[config.mk]
export PLATFORM = sky130hd
export DESIGN_NAME = fdd_poll_seq
export DESIGN_NICKNAME = d
export VERILOG_FILES = /design/src/rtl/fdd_poll_pkg.sv /design/src/rtl/fdd_poll_timer.sv /design/src/rtl/fdd_drive_slot.sv /design/src/rtl/fdd_pd_timer.sv /design/src/rtl/fdd_poll_seq.sv
export SDC_FILE = /design/constraint.sdc
export NUM_CORES = 1
export LEC_CHECK = 0
export BUFFER_PORTS_ARGS = -buffer_cell sky130_fd_sc_hd__buf_2
export CAP_MARGIN = 25
export CORE_MARGIN = 2
export CORE_UTILIZATION = 49
export CTS_CLUSTER_DIAMETER = 30
export DETAILED_ROUTE_END_ITERATION = 6
export GPL_ROUTABILITY_DRIVEN = 0
export PLACE_DENSITY = 0.75
export SLEW_MARGIN = 20
export SYNTH_ARGS = -nofsm -noshare
export SYNTH_HDL_FRONTEND = slang
export SYNTH_SLANG_ARGS = --single-unit
[constraint.sdc]
create_clock -name clk_i -period 1.73 [get_ports clk_i]
set_input_delay 0.2595 -clock clk_i [delete_from_list [all_inputs] [get_ports clk_i]]
set_output_delay 0.2595 -clock clk_i [all_outputs]
set_load 0.005 [all_outputs]
[src/rtl/fdd_poll_pkg.sv]
package fdd_poll_pkg;
   typedef enum logic [1:0] {
      RATE_500K = 2'b00,
      RATE_300K = 2'b01,
      RATE_250K = 2'b10,
      RATE_1M   = 2'b11
   } rate_e;

   typedef enum logic [1:0] {
      IC_NORMAL   = 2'b00,
      IC_ABNORMAL = 2'b01,
      IC_INVALID  = 2'b10,
      IC_RDY_CHG  = 2'b11
   } icode_e;

   localparam int unsigned DRV_W = 2;
endpackage

[src/rtl/fdd_poll_timer.sv]
module fdd_poll_timer #(
   parameter int unsigned NUM_DRV  = 4,
   parameter int unsigned SLOT_CYC = 8
) (
   input  logic       clk_i,
   input  logic       rst_ni,
   output logic [1:0] drv_idx_o,
   output logic       slot_start_o,
   output logic       loop_end_o
);
   localparam int unsigned SW = (SLOT_CYC > 2) ? $clog2(SLOT_CYC) : 1;
   localparam logic [SW-1:0] SLOT_LAST = SW'(SLOT_CYC - 1);
   localparam logic [1:0]    DRV_LAST  = 2'(NUM_DRV - 1);

   logic [SW-1:0] slot_cnt;
   logic          slot_end;

   assign slot_end     = (slot_cnt == SLOT_LAST);
   assign slot_start_o = (slot_cnt == '0);
   assign loop_end_o   = slot_end && (drv_idx_o == DRV_LAST);

   always_ff @(posedge clk_i) begin
      if (!rst_ni) begin
         slot_cnt  <= '0;
         drv_idx_o <= '0;
      end else if (slot_end) begin
         slot_cnt  <= '0;
         drv_idx_o <= (drv_idx_o == DRV_LAST) ? 2'd0 : drv_idx_o + 2'd1;
      end else begin
         slot_cnt  <= slot_cnt + SW'(1);
      end
   end
endmodule

[src/rtl/fdd_drive_slot.sv]
module fdd_drive_slot (
   input  logic clk_i,
   input  logic rst_ni,
   input  logic visit_i,
   input  logic poll_en_i,
   input  logic step_req_i,
   input  logic step_dir_i,
   input  logic rdy_i,
   input  logic rc_clr_i,
   output logic step_fire_o,
   output logic step_dir_o,
   output logic rc_pend_o
);
   logic step_pend;
   logic rdy_last;
   logic rdy_chg;

   assign step_fire_o = visit_i && step_pend;
   assign rdy_chg     = visit_i && poll_en_i && (rdy_i != rdy_last);

   always_ff @(posedge clk_i) begin
      if (!rst_ni) begin
         step_pend  <= 1'b0;
         step_dir_o <= 1'b0;
         rdy_last   <= 1'b0;
         rc_pend_o  <= 1'b0;
      end else begin
         if (step_req_i) begin
            step_pend  <= 1'b1;
            step_dir_o <= step_dir_i;
         end else if (visit_i) begin
            step_pend  <= 1'b0;
         end
         if (visit_i) rdy_last <= rdy_i;
         rc_pend_o <= (rc_pend_o && !rc_clr_i) || rdy_chg;
      end
   end
endmodule

[src/rtl/fdd_pd_timer.sv]
module fdd_pd_timer
   import fdd_poll_pkg::*;
#(
   parameter int unsigned TICK_BASE = 3,
   parameter int unsigned PD_TICKS  = 64,
   parameter bit          LOW_RATES = 1'b1
) (
   input  logic  clk_i,
   input  logic  rst_ni,
   input  rate_e rate_i,
   input  logic  pd_en_i,
   input  logic  motor_off_i,
   input  logic  wake_i,
   input  logic  loop_end_i,
   output logic  pwr_dn_o
);
   localparam int unsigned P_FAST = TICK_BASE;
   localparam int unsigned P_MID  = (TICK_BASE * 5 + 2) / 3;
   localparam int unsigned P_SLOW = TICK_BASE * 2;
   localparam int unsigned TW     = $clog2(P_SLOW + 1);
   localparam int unsigned CW     = $clog2(PD_TICKS + 1);

   logic [TW-1:0] period;
   logic [TW-1:0] tick_cnt;
   logic          tick;
   logic [CW-1:0] pd_cnt;
   logic          armed;

   if (LOW_RATES) begin : g_scaled
      always_comb begin
         case (rate_i)
            RATE_300K: period = TW'(P_MID);
            RATE_250K: period = TW'(P_SLOW);
            default:   period = TW'(P_FAST);
         endcase
      end
   end else begin : g_flat
      assign period = TW'(P_FAST);
   end

   assign tick = (tick_cnt >= period - TW'(1));

   always_ff @(posedge clk_i) begin
      if (!rst_ni) begin
         tick_cnt <= '0;
         pd_cnt   <= '0;
         armed    <= 1'b0;
         pwr_dn_o <= 1'b0;
      end else begin
         tick_cnt <= tick ? '0 : tick_cnt + TW'(1);
         if (!pd_en_i || wake_i) begin
            armed    <= 1'b0;
            pwr_dn_o <= 1'b0;
         end else begin
            if (motor_off_i) armed <= 1'b1;
            if (loop_end_i && armed && (pd_cnt == CW'(PD_TICKS))) pwr_dn_o <= 1'b1;
         end
         if (!armed || motor_off_i) pd_cnt <= '0;
         else if (tick && (pd_cnt != CW'(PD_TICKS))) pd_cnt <= pd_cnt + CW'(1);
      end
   end
endmodule

[src/rtl/fdd_poll_seq.sv]
module fdd_poll_seq
   import fdd_poll_pkg::*;
#(
   parameter int unsigned NUM_DRV   = 4,
   parameter int unsigned SLOT_CYC  = 8,
   parameter int unsigned TICK_BASE = 3,
   parameter int unsigned PD_TICKS  = 64,
   parameter bit          LOW_RATES = 1'b1
) (
   input  logic               clk_i,
   input  logic               rst_ni,
   input  logic               poll_en_i,
   input  logic [NUM_DRV-1:0] rdy_i,
   input  logic [NUM_DRV-1:0] trk0_i,
   input  logic [NUM_DRV-1:0] step_req_i,
   input  logic [NUM_DRV-1:0] step_dir_i,
   input  logic [1:0]         rate_i,
   input  logic               pd_en_i,
   input  logic               motor_off_i,
   input  logic               cmd_byte_i,
   input  logic               seek_done_i,
   input  logic [1:0]         seek_drv_i,
   input  logic               seek_head_i,
   input  logic               seek_recal_i,
   input  logic               sense_i,
   output logic [1:0]         poll_drv_o,
   output logic               step_o,
   output logic               dir_o,
   output logic               byte_rdy_o,
   output logic               irq_o,
   output logic [7:0]         st0_o,
   output logic               pwr_dn_o
);
   initial begin
      assert (NUM_DRV >= 2 && NUM_DRV <= 4) else $error("NUM_DRV must be 2..4");
      assert (SLOT_CYC >= 2) else $error("SLOT_CYC must be at least 2");
      assert (TICK_BASE >= 1 && PD_TICKS >= 1) else $error("bad power-down timing");
   end

   logic               slot_start;
   logic               loop_end;
   logic [NUM_DRV-1:0] visit;
   logic [NUM_DRV-1:0] step_fire;
   logic [NUM_DRV-1:0] dir_q;
   logic [NUM_DRV-1:0] rc_pend;
   logic [NUM_DRV-1:0] rc_clr;
   logic               rc_hit;
   logic [1:0]         rc_drv;
   logic               trk0_sel;
   logic               seek_pend;
   logic [7:0]         seek_st0;
   logic [7:0]         seek_nxt;
   logic [7:0]         st0_nxt;
   logic               hold_q;
   logic               recal_fail;

   fdd_poll_timer #(.NUM_DRV(NUM_DRV), .SLOT_CYC(SLOT_CYC)) timer_i (
      .clk_i(clk_i), .rst_ni(rst_ni), .drv_idx_o(poll_drv_o),
      .slot_start_o(slot_start), .loop_end_o(loop_end));

   for (genvar g = 0; g < NUM_DRV; g++) begin : g_drv
      assign visit[g]  = slot_start && (poll_drv_o == 2'(g));
      assign rc_clr[g] = sense_i && !seek_pend && rc_hit && (rc_drv == 2'(g));
      fdd_drive_slot slot_i (
         .clk_i(clk_i), .rst_ni(rst_ni), .visit_i(visit[g]), .poll_en_i(poll_en_i),
         .step_req_i(step_req_i[g]), .step_dir_i(step_dir_i[g]), .rdy_i(rdy_i[g]),
         .rc_clr_i(rc_clr[g]), .step_fire_o(step_fire[g]), .step_dir_o(dir_q[g]),
         .rc_pend_o(rc_pend[g]));
   end

   // lowest-numbered pending ready change wins
   always_comb begin
      rc_hit = 1'b0;
      rc_drv = 2'd0;
      for (int i = NUM_DRV - 1; i >= 0; i--) begin
         if (rc_pend[i]) begin
            rc_hit = 1'b1;
            rc_drv = 2'(i);
         end
      end
   end

   always_comb begin
      trk0_sel = 1'b0;
      for (int i = 0; i < NUM_DRV; i++)
         if (seek_drv_i == 2'(i)) trk0_sel = trk0_i[i];
   end

   assign recal_fail = seek_recal_i && !trk0_sel;
   assign seek_nxt   = {(recal_fail ? IC_ABNORMAL : IC_NORMAL), 1'b1, recal_fail, 1'b0,
                        seek_head_i, seek_drv_i};

   always_comb begin
      if (seek_pend)   st0_nxt = seek_st0;
      else if (rc_hit) st0_nxt = {IC_RDY_CHG, 4'b0000, rc_drv};
      else             st0_nxt = {IC_INVALID, 6'b000000};
   end

   always_ff @(posedge clk_i) begin
      if (!rst_ni) begin
         step_o    <= 1'b0;
         dir_o     <= 1'b0;
         seek_pend <= 1'b0;
         seek_st0  <= '0;
         st0_o     <= '0;
         hold_q    <= 1'b0;
      end else begin
         if (slot_start) begin
            step_o <= |step_fire;
            if (|step_fire) dir_o <= |(step_fire & dir_q);
         end
         if (seek_done_i) begin
            seek_pend <= 1'b1;
            seek_st0  <= seek_nxt;
         end else if (sense_i) begin
            seek_pend <= 1'b0;
         end
         if (sense_i) st0_o <= st0_nxt;
         if (cmd_byte_i)    hold_q <= 1'b1;
         else if (loop_end) hold_q <= 1'b0;
      end
   end

   assign byte_rdy_o = !hold_q;
   assign irq_o      = seek_pend || (|rc_pend);

   fdd_pd_timer #(.TICK_BASE(TICK_BASE), .PD_TICKS(PD_TICKS), .LOW_RATES(LOW_RATES)) pd_i (
      .clk_i(clk_i), .rst_ni(rst_ni), .rate_i(rate_e'(rate_i)), .pd_en_i(pd_en_i),
      .motor_off_i(motor_off_i), .wake_i(cmd_byte_i), .loop_end_i(loop_end),
      .pwr_dn_o(pwr_dn_o));
endmodule

# --- Yosys cells after proc, flatten, opt, wreduce, memory -nomap -nowiden ---
# Cells that the tools add are included.
totals:
  ff_bits: 52
  out_inout_bits: 15
op_classes:
  n_lt_le_gt_ge: 1
  n_reduce_logical: 65
  n_addsub: 5
  n_eq_ne: 18
  mux: 29
  bitwise: 2
ops:
  columns: ["cell", "count"]
  rows:
  - ["1-bit logical AND", 31]
  - ["1-bit two-way mux", 21]
  - ["2-bit == test, second input constant", 7]
  - ["2-bit nonzero test", 6]
  - ["4-bit OR reduction", 3]
  - ["2-bit two-way mux", 5]
  - ["1-bit zero test", 9]
  - ["2-bit by 1-bit == test with 1-bit output, second input constant", 4]
  - ["8-bit two-way mux", 1]
  - ["2-bit OR reduction", 4]
  - ["7-bit by 1-bit adder with 7-bit output, second input constant", 1]
  - ["7-bit == test, second input constant", 1]
  - ["1-bit logical OR", 7]
  - ["7-bit two-way mux", 1]
  - ["7-bit != test, second input constant", 1]
  - ["3-bit by 1-bit adder with 3-bit output, second input constant", 2]
  - ["2-bit zero test", 3]
  - ["3-bit one-hot mux with 2 select lines", 1]
  - ["4-bit bitwise AND", 1]
  - ["1-bit != test", 4]
  - ["3-bit == test, second input constant", 1]
  - ["3-bit >= comparator", 1]
  - ["3-bit zero test", 1]
  - ["3-bit by 1-bit subtractor with 3-bit output, second input constant", 1]
  - ["other kinds (3)", 3]

# --- Logic depth before layout (Yosys ltp) ---
# Gate-level depths: netlist of the first run.
depth:
  word_depth: 9
  mapped_depth: 9

# --- By module ---
# From an unflattened synthesis of the first run, not the netlist that was laid out.
hier_totals:
  hier_cells: 235
  hier_area_um2: 2303.5
modules_own_cells:
  columns: ["mod", "area_per_inst_um2", "seq_area_each_um2", "n_inst", "cells_per_inst"]
  rows:
  - ["fdd_poll_seq", 804.5, 320.3, 1, 85]
  - ["fdd_drive_slot", 160.2, 80.1, 4, 15]
  - ["fdd_pd_timer", 616.8, 240.2, 1, 69]
  - ["fdd_poll_timer", 241.5, 100.1, 1, 21]

# --- Worst setup path after synthesis of the first run ---
# Ideal clock, no wire load.
synth_path:
  kind: "input to register"
  start: "input rate_i[0]"
  end: "register pd_i.pd_cnt[4]"
  setup_ps: 72
  arrival_ps: 1699
  path_buffers: 1
  path_stages: 8
  slack_ps: -41
  cell_sequence: "inv_1 ha_1 ha_1 nand2_1 o21a_1 buf_4 or3_1 a21oi_1"
synth_via:
  elab_chain_len: 5
  elab_cells_between_ends: 6
  cone_classes: "add/sub (1); order compare (1); eq/ne (2); mux (1); reduce/logical (1)"
synth_lines:
  columns: ["item", "line_no", "rtl"]
  rows:
  - ["start: declaration", "fdd_poll_seq.sv:17", "input logic [1:0] rate_i,"]
  - ["2-bit == test / 2-bit by 1-bit == test with 1-bit output (equally long branches)", "fdd_pd_timer.sv:31", "case (rate_i)"]
  - ["3-bit one-hot mux with 2 select lines *", "fdd_pd_timer.sv:31", null]
  - ["3-bit by 1-bit subtractor with 3-bit output *", "fdd_pd_timer.sv:41", "assign tick = (tick_cnt >= period - TW'(1));"]
  - ["3-bit >= comparator *", "fdd_pd_timer.sv:41", null]
  - ["1-bit logical AND *", "fdd_pd_timer.sv:59", "else if (tick && (pd_cnt != CW'(PD_TICKS))) pd_cnt <= pd_cnt + CW'(1);"]
  - ["end signal: assignment", "fdd_pd_timer.sv:59", null]
  - ["end: declaration", "fdd_pd_timer.sv:26", "logic [CW-1:0] pd_cnt;"]
# Every way passes the cells marked *; elsewhere a longest branch is shown, timed or not.
# A chain may end at the register's enable or synchronous reset.

# --- Worst setup path after layout of the first run ---
layout_path:
  start: "input rate_i[0]"
  end: "register pd_i.pd_cnt[3]"
# The elaborated chain is that of the path after synthesis.

==> results of run 1 <==
-- cell families (layout without fill, tap and decap cells) --
kind of cell               after synthesis  count (layout)
other                                    1               1
AOI/OAI and AO/OA                       51              51
DFF                                     49              49
and+or+nand+nor                         95              95
muxes                                   10              10
adders and majority gates               14              14
buffers and inverters                   25              72
xor gates and xnor gates                 5               5
-- through the flow --
| step | cells | power [mW] |
|---|---|---|
| 5_1_grt | 349 | 2.35 |
| 2_1_floorplan | 250 | 1.46 |
| 4_1_cts | 348 | 2.26 |
| 3_5_place_dp | 341 | 1.59 |
| 3_3_place_gp | 341 | 1.58 |
| 6_report | 349 | 2.23 |
-- registers in the layout, indices dropped and copies added, names as in the netlist, 4 cells and up --
name and flops:
seek_st0 5, st0_o 7, g_drv.slot_i.rdy_last 4, g_drv.slot_i.step_pend 4, g_drv.slot_i.rc_pend_o 4, pd_i.pd_cnt 7, g_drv.slot_i.step_dir_o 4
-- timing repair --
action | CTS | global route
resized for setup | 0 | 4
buffers inserted | 0 | 1
endpoints found under the setup margin | 0 | 7
-- routing by layer --
metal  track usage [%]  routed length (µm)  vias up
li1                  -                   -      951
met1              22.3                1960      791
met2              29.7                1890       41
met3              4.72                 190        4
met4              5.66                  37        0
met5                 0                   0        -
-- power groups by stage --
stage | Clock (mW) | Sequential (mW) | Combinational [mW]
floorplan | 0 | 1.24 | 0.219
global placement | 0 | 1.25 | 0.334
detailed placement | 0 | 1.25 | 0.342
CTS | 0.690 | 1.22 | 0.344
global route | 0.720 | 1.23 | 0.403
finish | 0.661 | 1.22 | 0.350
-- final cells by class --
type / count / share of cell area, %
Clock buffer: 7 / 3.22
Sequential cell: 49 / 36.6
Timing Repair Buffer: 52 / 10.5
Tap cell: 52 / 2.43
Multi-Input combinational cell: 176 / 45.1
Inverter: 13 / 2.10
-- cell usage after synthesis --
library cell	instances	area, µm²
a21boi_0	13	97.6
a21o_2	1	8.76
a21oi_1	15	75.1
a22o_1	2	17.5
a22oi_1	1	7.51
a31oi_1	1	6.26
a32oi_1	1	8.76
a41oi_1	1	8.76
and2_1	3	18.8
and3_1	2	12.5
and3b_1	2	17.5
and4_2	1	10.0
buf_2	1	5.00
buf_4	2	15.0
clkbuf_1	9	33.8
conb_1	1	3.75
dfxtp_1	49	981
ha_1	14	175
inv_1	12	45.0
inv_2	1	3.75
mux2i_1	9	90.1
mux4_2	1	22.5
nand2_1	20	75.1
nand2b_1	7	43.8
nand3_1	18	90.1
nand3b_1	1	7.51
nand4_1	3	18.8
nor2_1	7	26.3
nor2b_1	20	125
nor3_1	3	15.0
nor3b_1	1	7.51
nor4_1	1	6.26
o21a_1	4	30.0
o21ai_0	9	45.0
o22ai_1	1	6.26
o31ai_1	2	15.0
or3_1	5	31.3
or4_1	1	7.51
xnor2_1	1	8.76
xor2_1	4	35.0
-- worst max path at each step --
stage          slack (ns)        startpoint  depth (start not counted)             end
2_1_floorplan      -0.008         rate_i[0]                          8  pd_i.pd_cnt[3]
3_3_place_gp        -0.17         rate_i[0]                          9  pd_i.pd_cnt[3]
5_1_grt              0.02  pd_i.tick_cnt[2]                          7  pd_i.pd_cnt[1]
3_5_place_dp        -0.23         rate_i[0]                          9  pd_i.pd_cnt[3]
4_1_cts              0.07  pd_i.tick_cnt[0]                          6  pd_i.pd_cnt[3]
6_report             0.08         rate_i[0]                          9  pd_i.pd_cnt[3]
==> impl_results.md, run 1 <==
- Fmax: 606 MHz
- Core Rows: 24
- Vias in the first global route: 1771
- P per Cell Area: 832 nW/µm²
- Clock sinks: 49
- Reg area: 982 µm²
- Synthesized area per cell: 9.03 µm²
- Ports: 45
- Ratio of final minimum period to clock period: 95.3%
- Synth Area in Compound Gates: 14.5%
- Sw frac: 24.4%
- Register area share after synthesis: 43.4%
- Combinational share of power: 15.7%
- Register share of total power: 54.7%
- Delay of the slowest critical-path stage: 0.53 ns
- Largest net degree at the start of global routing: 41
- Port buffer count: 43
- Via density: 5.12
- Placed Area: 2580 µm²
- Total inserted antenna cells: 0
- RSZ-0062 raised after global routing: false
- GRT Resource Usage Total: 17.7%
- DR iter-0 viols: 76
- Total Nets Final: 341
- Synth Register Bits: 49
- CP most frequent cell: ha_4
- Clock root cell: clkbuf_8
- R2r startpoint: pd_i.tick_cnt[2]
- CP endpoint kind: register
- DRC viols: 0
- Commonest non-fill, non-tap cell in the layout: dfxtp_1
- Critical Path AT: 1.88 ns
- Clock share of power: 29.6%
- Net Count, Synth: 294
- Post-Route Utilization: 61.2%
- Core area: 4380 µm²
- First-pass DRT Iterations: 4
- Startpoint Class: primary input
- First-pass GRT wire length: 7.41 mm
- Multi-input gate area in the final layout: 1210 µm²
- Most frequent cells in the layout: dfxtp_1 (48), buf_2 (43), nor2b_1 (20)
- Main combinational cell family by area after synthesis: simple AND/OR/NAND/NOR gates
- Sequence of cells on the critical path: buf_2 > inv_8 > ha_4 > inv_2 > ha_4 > nand2_2 > o21a_1 > or4_1 > a21oi_2
- Clk buf depth: 2
- H-Tree Depth: 2
- Slew Limit Fails: 0
- Mux share of post-synthesis cell area: 4.99%
- Number of max-cap violations: 0
- Crit-path slowest cell: or4_1
- Final Skew: 0.00700 ns
- Share of post-route cells with drive strength above 1: 23.6%
- Clock transition at the registers of the reported paths: 0.08 ns
- Crit path max fanout: 3
- Distinct cells, synth: 40
- Initial Util: 51.5%
- Routed len/inst: 11.7 µm
- Synth warnings: 0
- Reg-to-reg endpoint: pd_i.pd_cnt[3]
- Worst Hold Launch: cmd_byte_i
- Die W: 71.9 µm
- # fillers: 387
- Max IR drop VDD: 492 µV
- Crit path buf inv count: 3
- DIE HEIGHT: 71.9 µm
- Synth Cell Area: 2260 µm²
- Hold EP: pd_i.armed
- Synthesized instance count: 250
- Post-Synth Simple-Gate Area: 22.7%
- CTS tree: built
- Fin. Hold Viols: 0
- Final HPWL DP: 3.05 mm
- Via Count: 1787
- Clk_lat worst skew: 0.29 ns
- WHS Path Cells: 2
- Dpl ws: -0.233 ns
- Switching power: 0.545 mW
- Status: complete, no violations
- Grt total ovfl: 0
- # setup viols final: 0
- Hold WC Path Type: in -> reg
- TritonCTS Buffers: 5
- Antenna violations before repair: 0
- Critical Path RT: 1.96 ns
- Area grow syn2layout: 18.8%
- Cell family with the largest share of critical-path delay: simple AND/OR/NAND/NOR gates
- Setup TNS: 0 ns
- Die Area: 5170 µm²
- Setup CP Type: in -> reg
- Final worst slack: 0.0808 ns
- Hold Buf Count CTS: 0
- Finished Cell Area: 2680 µm²
- Period minus WS final: 1.65 ns
- XOR/XNOR Fraction of Synth Area: 1.94%
- Final WL: 4.07 mm
- Worst reg2reg path depth: 5
- Fin Hold WS: 0.164 ns
- P_leak: 1.12 nW
- Adder-cell share of the synthesized area: 7.76%
- Detail Route Antenna Nets: 0
- P_int: 1.69 mW
- R2r setup slk: 0.11 ns
No activity file was read; power rests on OpenSTA's default activity.
==> inputs of run 2 (changes only) <==
--- a/config.mk
+++ b/config.mk
@@ -17,3 +17,4 @@
 export SYNTH_ARGS = -nofsm -noshare
 export SYNTH_HDL_FRONTEND = slang
 export SYNTH_SLANG_ARGS = --single-unit
+export TNS_END_PERCENT = 10
==> constraint.sdc (replaced) <==
create_clock -name clk_i -period 1.73 [get_ports clk_i]
set_input_delay 0.2595 -clock clk_i [delete_from_list [all_inputs] [get_ports clk_i]]
set_output_delay 0.2595 -clock clk_i [all_outputs]
set_load 0.05 [all_outputs]
==> run 2 against run 1 <==
Combinational power up 4%. Global-route usage down 0.65 points. Clock power down 3.2%. Critical path depth down 1. Largest cell class unchanged. Clock-buffer cell count up 1.
==> impl_results.md, run 2 (synthesized netlist as in run 1, its figures left out) <==
- Status: complete, no violations
- # fillers: 412
- Clock transition at the registers of the reported paths: 0.08 ns
- Hold Buf Count CTS: 0
- Die W: 71.9 µm
- Ratio of final minimum period to clock period: 95.9%
- Detail Route Antenna Nets: 0
- Max Used Layer: met4
- P_leak: 1.10 nW
- WHS Path Cells: 2
- Share of post-route cells with drive strength above 1: 20.7%
- Startpoint Class: primary input
- Non-Filler Instances: 347
- Slew Limit Fails: 0
- Reg area: 983 µm²
- WL met2: 1.82 mm
- Post-Route Utilization: 59.8%
- WL met1: 1.95 mm
- Vias in the first global route: 1682
- Final HPWL DP: 2.97 mm
- Number of max-cap violations: 0
- Final WL: 4.03 mm
- Clock sinks: 49
- Critical Path AT: 1.89 ns
- DRC viols: 0
- Setup CP Type: in -> reg
- Crit path max fanout: 8
- Sequence of cells on the critical path: buf_2 > inv_1 > ha_1 > ha_1 > nand2_1 > o21a_4 > or4_1 > a21oi_1
- Commonest non-fill, non-tap cell in the layout: dfxtp_1
- GRT Resource Usage Total: 17.1%
- Met3 WL post-DR: 197 µm
- Critical Path RT: 1.96 ns
- Clock root cell: clkbuf_8
- Clk buf depth: 2
- Initial Util: 51.5%
- P per Cell Area: 849 nW/µm²
- Fin. Hold Viols: 0
- TritonCTS Buffers: 5
- Biggest registers after layout: pd_i.pd_cnt (7), st0_o (7), seek_st0 (5)
- Core Rows: 24
- Total inserted antenna cells: 0
- Reg-to-reg endpoint: pd_i.pd_cnt[3]
- Area grow syn2layout: 16.0%
- H-Tree Depth: 2
- Ports: 45
- Beginning of the critical path: rate_i[0]
- CTS tree: built
- Period minus WS final: 1.66 ns
- Setup bufs post-CTS: 0
- Port buffer count: 43
- Delay of the slowest critical-path stage: 0.46 ns
- # setup viols final: 0
- Worst reg2reg path depth: 6
- Largest net degree at the start of global routing: 41
- First-pass GRT wire length: 7.03 mm
- Fmax: 603 MHz
- Final Skew: 0.00321 ns
- CP most frequent cell: ha_1
- Grt total ovfl: 0
- Routed len/inst: 11.6 µm
- Crit-path slowest cell: or4_1
- Final Power: 2.22 mW
- Via density: 5.15
- Max IR drop VDD: 610 µV
- Dpl cells: 339
- DR iter-0 viols: 77
- Most frequent cells in the layout: dfxtp_1 (47), buf_2 (43), nand2_1 (20), nor2b_1 (20), nand3_1 (18)
- Total Nets Final: 338
- Core area: 4380 µm²
- Hold WC Path Type: in -> reg
- Multi-input gate area in the final layout: 1180 µm²
- Die Area: 5170 µm²
- Antenna violations before repair: 0
- CP endpoint kind: register
- Via Count: 1788
- First-pass DRT Iterations: 4
- DIE HEIGHT: 71.9 µm
- R2r setup slk: 0.10 ns
- Critical path capture point: pd_i.pd_cnt[3]
- Clk_lat worst skew: 0.30 ns
- R2r startpoint: pd_i.tick_cnt[0]
==> run 2: changes by cell type in the layout (fill, tap and decap cells not counted), sizes merged <==
cell,delta
buf,-3
clkbuf,+1
==> run 2: report_power, final <==
part	total (mW)	internal (mW)	switching, mW	leakage [nW]
Sequential	1.22	1.18	0.0360	0.401
Clock	0.640	0.288	0.352	0.0395
Combinational	0.365	0.165	0.200	0.659
==> run 2: through the flow <==
stage               TNS [ns]  setup slack, ns  hold WS, ns  area [µm²]
detailed placement     -1.04           -0.251        0.446        2530
CTS                        0           0.0257        0.146        2610
floorplan            -0.0704          -0.0269        0.339        2260
finish                     0           0.0709        0.156        2620
global route        -0.00472         -0.00472        0.153        2620
global placement      -0.644           -0.201        0.438        2530
==> run 2: worst min path at each step <==
stage / start / end / slack [ns]
global placement: seek_st0[5] / seek_st0[5] / 0.44
detailed placement: pd_i.tick_cnt[0] / pd_i.tick_cnt[0] / 0.45
global route: cmd_byte_i / pd_i.pwr_dn_o / 0.15
finish: cmd_byte_i / pd_i.armed / 0.16
floorplan: cmd_byte_i / pd_i.armed / 0.34
CTS: cmd_byte_i / pd_i.armed / 0.15
==> run 2: layout make-up <==
cell class	count	area share [%]
tap	52	2.48
clock buffer	8	3.06
inverter	13	1.86
sequential	49	37.5
timing repair buffer	49	9.93
multi-input combinational	176	45.1
==> run 2: per-layer routing <==
layer / global-route usage, % / up-vias
li1: - / 943
met1: 22.5 / 805
met2: 26.5 / 34
met3: 5.28 / 6
met4: 6.29 / 0
met5: 0 / -
==> run 2: critical path, delay by kind of cell <==
kind	cells	cell delay, ns
simple gates	2	0.55
buf+inv	2	0.10
fa+ha+maj	2	0.60
compound gates	2	0.38
==> run 2: timing repair <==
item / 4_1_cts / 5_1_grt
hold endpoints to repair: 0 / 0
resized for setup: 0 / 3
setup endpoints to repair: 0 / 1
